## src/rtl/switch_event_queue.sv

```systemverilog
module switch_event_queue #(
  parameter int NSW   = 5,
  parameter int NQ    = 5,
  parameter int STEP  = 2,
  parameter int LIMIT = 20
) (
  input  logic           clk,
  input  logic           rst_n,
  input  logic [NSW-1:0] sw_raw,
  input  logic           sample_stb,
  input  logic           pop,
  output logic [NSW-1:0] sw_level,
  output logic [7:0]     evt_byte,
  output logic           evt_valid
);
  localparam int CW = $clog2(LIMIT + STEP + 1);
  localparam int PW = $clog2(NQ);
  localparam int IW = (NSW > 1) ? $clog2(NSW) : 1;

  logic [NSW-1:0] sync_a, sync_b, last_s, pend, pend_rise;
  logic [NSW-1:0] accept, chg, clr;
  logic [CW-1:0]  cnt [NSW];
  logic [CW-1:0]  cnt_inc [NSW];
  logic [7:0]     ring [NQ];
  logic [PW-1:0]  head, tail, head_nx, tail_nx;
  logic [IW-1:0]  sel;
  logic           has_pend, full;
  logic [7:0]     wr_byte;

  always_comb begin
    for (int i = 0; i < NSW; i++) begin
      cnt_inc[i] = (sync_b[i] == last_s[i]) ? cnt[i] + CW'(STEP) : '0;
      accept[i]  = cnt_inc[i] > CW'(LIMIT);
      chg[i]     = accept[i] && (sync_b[i] != sw_level[i]);
    end
  end

  always_comb begin
    sel = '0;
    for (int i = NSW - 1; i >= 0; i--)
      if (pend[i]) sel = IW'(i);
    clr = '0;
    if (has_pend) clr[sel] = 1'b1;
  end

  assign has_pend  = |pend;
  assign head_nx   = (head == PW'(NQ - 1)) ? '0 : head + 1'b1;
  assign tail_nx   = (tail == PW'(NQ - 1)) ? '0 : tail + 1'b1;
  assign full      = (head_nx == tail);
  assign evt_valid = (head != tail);
  assign evt_byte  = evt_valid ? ring[tail] : 8'h00;
  assign wr_byte   = {pend_rise[sel] ? 4'h1 : 4'h2, 4'(sel)};

  always_ff @(posedge clk or negedge rst_n) begin
    if (!rst_n) begin
      sync_a    <= '0;
      sync_b    <= '0;
      last_s    <= '0;
      sw_level  <= '0;
      pend      <= '0;
      pend_rise <= '0;
      head      <= '0;
      tail      <= '0;
      for (int i = 0; i < NSW; i++) cnt[i] <= '0;
      for (int q = 0; q < NQ; q++) ring[q] <= '0;
    end else begin
      sync_a <= sw_raw;
      sync_b <= sync_a;
      if (sample_stb) begin
        last_s <= sync_b;
        for (int i = 0; i < NSW; i++) begin
          cnt[i] <= accept[i] ? '0 : cnt_inc[i];
          if (accept[i]) sw_level[i] <= sync_b[i];
          if (chg[i]) pend_rise[i] <= sync_b[i];
        end
      end
      pend <= (pend & ~clr) | (sample_stb ? chg : '0);
      if (has_pend && !full) begin
        ring[head] <= wr_byte;
        head       <= head_nx;
      end
      if (pop && evt_valid) tail <= tail_nx;
    end
  end

  a_r4_evt_code: assert property (@(posedge clk) disable iff (!rst_n)
    evt_valid |-> ((evt_byte[7:4] == 4'h1) || (evt_byte[7:4] == 4'h2)) && (evt_byte[3:0] < NSW));

  a_r2_level_on_strobe: assert property (@(posedge clk) disable iff (!rst_n)
    !sample_stb |=> $stable(sw_level));

  a_r7_empty_pop: assert property (@(posedge clk) disable iff (!rst_n)
    (pop && !evt_valid) |=> $stable(tail));

  a_r8_tail_moves: assert property (@(posedge clk) disable iff (!rst_n)
    (pop && evt_valid) |=> (tail != $past(tail)));

  for (genvar g = 0; g < NSW; g++) begin : g_cnt_chk
    a_r2_cnt_bound: assert property (@(posedge clk) disable iff (!rst_n)
      cnt[g] <= CW'(LIMIT));
  end
endmodule

```

## config.mk

```make
export PLATFORM = sky130hd
export DESIGN_NAME = switch_event_queue
export DESIGN_NICKNAME = d
export VERILOG_FILES = /design/src/rtl/switch_event_queue.sv
export SDC_FILE = /design/constraint.sdc
export NUM_CORES = 1
export LEC_CHECK = 0
export BUFFER_PORTS_ARGS = -buffer_cell sky130_fd_sc_hd__buf_2
export CAP_MARGIN = 15
export CORE_MARGIN = 2
export CORE_UTILIZATION = 64
export CTS_CLUSTER_SIZE = 12
export DETAILED_ROUTE_END_ITERATION = 7
export PLACE_DENSITY = 0.83
export SLEW_MARGIN = 0
export SYNTH_ARGS = -nofsm -noshare
export SYNTH_HDL_FRONTEND = slang
export SYNTH_SLANG_ARGS = --single-unit
```

## constraint.sdc

```tcl
create_clock -name clk -period 6.2 [get_ports clk]
set_input_delay 1.24 -clock clk [delete_from_list [all_inputs] [get_ports clk]]
set_output_delay 1.24 -clock clk [all_outputs]
set_load 0.01 [all_outputs]
```

Word-level counts from Yosys, hierarchy flattened
Cells that the tools add are included.
{ "totals": {"reg_bits": 101, "input_bits": 9, "output_inout_bits": 14, "word_cells": 114} }
{ "classes": {"addsub": 7, "magnitude_cmp": 10, "eq_ne": 14, "n_mux": 31, "bitwise_logic": 5, "reduce_logical": 21} }
{ "op_table": {"columns": ["cell", "count"], "rows": [
  ["2-to-1 mux 5 bit", 12],
  ["bitwise mux 40 bit", 1],
  ["2-to-1 mux 8 bit", 4],
  ["adder 5 x 2 -> 5 bit, second input constant", 5],
  ["greater-than comparator 5 bit, second input constant", 5],
  ["binary-select mux 8 bit (select 3 bit)", 1],
  ["demux 8 bit (select 3 bit)", 1],
  ["2-to-1 mux 3 bit", 7],
  ["AND reduction 2 bit", 10],
  ["logical AND 1 bit", 9],
  ["greater-or-equal comparator 4 bit, second input constant", 2],
  ["NOT 3 -> 4 bit", 2],
  ["adder 3 x 1 -> 3 bit, second input constant", 2],
  ["== test 3 bit, second input constant", 2],
  ["AND 5 bit", 1],
  ["== test 1 bit", 5],
  ["!= test 1 bit", 5],
  ["NOT 5 bit", 1],
  ["OR 5 bit", 1],
  ["OR reduction 5 bit", 1],
  ["less-than comparator 3 x 4 -> 1 bit, second input constant", 1],
  ["less-than comparator 4 x 1 -> 1 bit, second input constant", 1],
  ["binary-select mux 1 bit (select 3 bit)", 1],
  ["demux 1 bit (select 3 bit)", 1],
  ["other kinds (6)", 7]
]} }

Depth between registers and ports, before layout
{ "depth": {"word_depth": 13, "mapped_depth": 7, "ltp_nobuf": 7} }

Least setup slack after synthesis
Ideal clock, no wire load.
{ "synth_path": {"kind": "in2reg", "start": "input sample_stb", "end": "register pend_rise[2]", "t_arrival_ns": 2.490, "path_slack_ns": 3.594, "cell_stages": 5, "cell_sequence": "buf_2 -> inv_2 -> or2_2 -> or3_1 -> o311ai_0"} }
{ "synth_via": {"elab_chain_cells": 1} }
{ "synth_rtl": {"columns": ["item", "line_no", "rtl"], "rows": [
  ["start, declared", "10", "input logic sample_stb,"],
  ["AND reduction 2 bit (no source line)", null, null],
  ["end signal, assigned by index", "74", "if (chg[i]) pend_rise[i] <= sync_b[i];"],
  ["end, declared", "20", "logic [NSW-1:0] sync_a, sync_b, last_s, pend, pend_rise;"]
]} }
No other way between the ends.
A chain may end at the register's enable or synchronous reset.

Worst setup path in the final report
{ "layout_path": {"start": "register tail[1]", "end": "output evt_byte[2]"} }
{ "layout_via": {"elab_chain_cells": 5, "word_cells_on_any_way": 6} }
{ "layout_rtl": {"columns": ["item", "line_no", "rtl"], "rows": [
  ["start, declared", "25", "logic [PW-1:0] head, tail, head_nx, tail_nx;"],
  ["start signal, assigned", "82", "if (pop && evt_valid) tail <= tail_nx;"],
  ["NOT 3 -> 4 bit (not written as such)", "51", "assign evt_byte = evt_valid ? ring[tail] : 8'h00;"],
  ["binary-select mux 8 bit (select 3 bit)", "51", null],
  ["2-to-1 mux 8 bit (not written as such) (2 in a row)", "51", null],
  ["2-to-1 mux 8 bit *", "51", null],
  ["end, declared", "13", "output logic [7:0] evt_byte,"]
]} }
Every way passes the cells marked *; elsewhere a longest branch is shown, timed or not. The select of a mux whose other input is x is not followed.

==> results.toml <==
[outcome]
status = "finished clean"

[critical_path]
cp_max_fo = 11
cp_data_arrival_time_ps = 2010
critPathLaunch = "tail[1]$_DFFE_PN0P_"
timing.rr.start = "head[0]$_DFFE_PN0P_"
worstSetupPathType = "register to primary output"
critPathRequiredTime_ps = 4960
endpoint_kind = "primary output"
startpoint_type = "register"

[floorplan]
fp.dieW_um = 85.4
coreArea_um2 = 6390
rows = 29
start_util_pct = 66.4
fp.dieH_um = 85.4
io_pins = 23
dieArea_um2 = 7290

[global_routing]
grt_overflow = 0
grt_usage_pct = 23.1
antenna_found_initial = 0
grt_pass1_vias = 2895
grt_pass1_wl_mm = 13.2
grt_max_degree = 87

[logic_synthesis]
synth_edf_count = 0
syn_area_per_cell_um2 = 10.9
ys_ff_latch = 86
ys.flop_type = "dfrtp_1"
yosysSeqAreaShare_pct = 50.8
synthArstFlopShare_pct = 100
yosysUniqueCellTypes = 47
syn-instance-count = 388
netlist_area_um2 = 4240
yosysWarnings = 0

[pwr]
vdd_drop_max_mv = 0.281
pwr-share-comb_pct = 29.9
clkPwrFrac_pct = 24.8
p_per_area_nw_per_um2 = 369
netSwitchingPower_mw = 0.614
p_sw_share_pct = 36.2
p_leak_nw = 2.15
internal-power_mw = 1.08
seq_power_share_pct = 45.3

[timing]
hold_viol = 0
min_period_ps = 3250
timing_worst_slew_pin_value_ps = 687
period_share_pct = 52.4
max_freq_mhz = 308
report.final.slew_viol_count = 0
setup_viol = 0
max-slew-margin-rel_pct = 53.9
setup_tns_ps = 0
rsz0062_at_grt = "no"
skew_ps = 10.7

[clocking]
cts_setup_buffers = 0
htree_levels = 3
cts.path.max_buffers = 2
clock-root-buffer = "clkbuf_8"
insertion_delay_ps = 370
tritoncts = "built"
cts.sinks = 86
clkTransAtPathRegs_ps = 90
ctsHoldBuffers = 0
cts_buffers = 9
cts_resized = 0

[detailed_routing]
vias = 2891
postRouteAntennaNets = 0
drtIter0Drc = 124
drcViolationCount = 0
routedWlPerCell_um = 15.4
drt-vias-per-instance = 5.94
finalWirelength_mm = 7.51
drtPass1Iterations = 4

[cells_and_area]
n_antenna_cell = 0
area_growth_pct = 8.53
nets = 423
final_cells = 487
layout-drive-gt1-share_pct = 18.8

[flow_run]
maxCapViolations = 0

[hold_path]
min-delay-start = "sync_a[2]$_DFF_PN0_"
hold_class = "register to register"

[place]
io_buffers = 19
place_congestion = 0.862
dp.cells = 470
place_hpwl_mm = 5.19
## worst paths after layout
kind	endpoint	slack [ps]	cells after the start
hold / removal	sync_b[2]$_DFF_PN0_	350	0
hold reg to reg	sync_b[2]$_DFF_PN0_	350	0
max in group asynchronous	cnt[10]$_DFFE_PN0P_	4920	2
setup / recovery	evt_byte[2]	2950	4
setup reg to reg	ring[34]$_DFFE_PN0P_	3740	7
min in group asynchronous	sync_a[0]$_DFF_PN0_	690	1
## critical path: stages, from the launching register on
cell and delay, ps:
dfrtp_1 560, xor2_1 230, nor3_1 600, a21oi_1 80
buf_2 170
## synth_stat cells, types with 10 or more instances
cell	n	area [um^2]
dfrtp_1	86	2150
mux2_2	29	327
inv_1	30	113
a21oi_1	17	85.1
o21ai_0	17	85.1
xnor2_1	13	114
nor3_1	14	70.1
nand3_1	15	75.1
nand2_1	24	90.1
xor2_1	16	140
nor2_1	20	75.1
nand2b_1	10	62.6
## power by group through the flow
stage                     logic, mW  registers (mW)  clock network [mW]
after global routing          0.571           0.787               0.453
after global placement        0.489           0.772                   0
after detailed placement      0.506           0.779                   0
after CTS                     0.509           0.768               0.430
final                         0.507           0.769               0.421
after floorplan               0.437           0.719                   0
## cell type report
| class | count | area (um^2) |
|---|---|---|
| inverter | 31 | 116 |
| fill | 459 | 1790 |
| clock inverter | 7 | 85.1 |
| timing repair buffer | 20 | 125 |
| sequential | 86 | 2150 |
| multi-input combinational | 257 | 1900 |
| clock buffer | 9 | 124 |
| tap | 77 | 96.3 |
## through the flow
step	area (um^2)	total power [mW]	hold WS [ps]	utilization (%)	worst slack, ps
finish	4600	1.70	352	72.0	2950
global route	4600	1.81	351	72.0	2740
CTS	4570	1.71	351	71.6	2900
detailed placement	4360	1.29	335	68.3	2940
global placement	4360	1.26	334	68.3	3090
floorplan	4250	1.16	331	-	3590
## state kept, by name, indices dropped and copies added (netlist names)
name	cells
cnt	25
head	3
last_s	5
pend	5
pend_rise	5
ring	25
sw_level	5
sync_a	5
sync_b	5
tail	3
## metal layers
metal | global-route usage (%) | vias up | wire length (um)
li1 | - | 1403 | -
met1 | 31.0 | 1431 | 3510
met2 | 36.8 | 50 | 3630
met5 | 0 | - | 0
met4 | 5.92 | 0 | 80
met3 | 7.49 | 7 | 297
## cells in the final DEF (no fill, tap or decap), types with 15 or more instances in the layout
cell and instances:
nor2_1 20, mux2_2 29, buf_2 18, nand3_1 15, nand2_1 24, a21oi_1 17
dfrtp_1 86, xor2_1 16, inv_1 30, o21ai_0 17
## kinds of logic (layout without fill, tap and decap cells)
kind of cell             Yosys count  in the layout  share of synthesized area, %
AO/OA/AOI/OAI                     81             81                          13.9
XOR/XNOR                          29             29                          5.99
adder cells (fa/ha/maj)            9              9                          2.66
buffers and inverters             47             67                          4.55
flip-flops                        86             86                          50.8
multiplexers                      34             34                          10.4
other                              1              3                        0.0885
AND/OR/NAND/NOR                  101            101                          11.7
(Power assumes the default switching activity.)
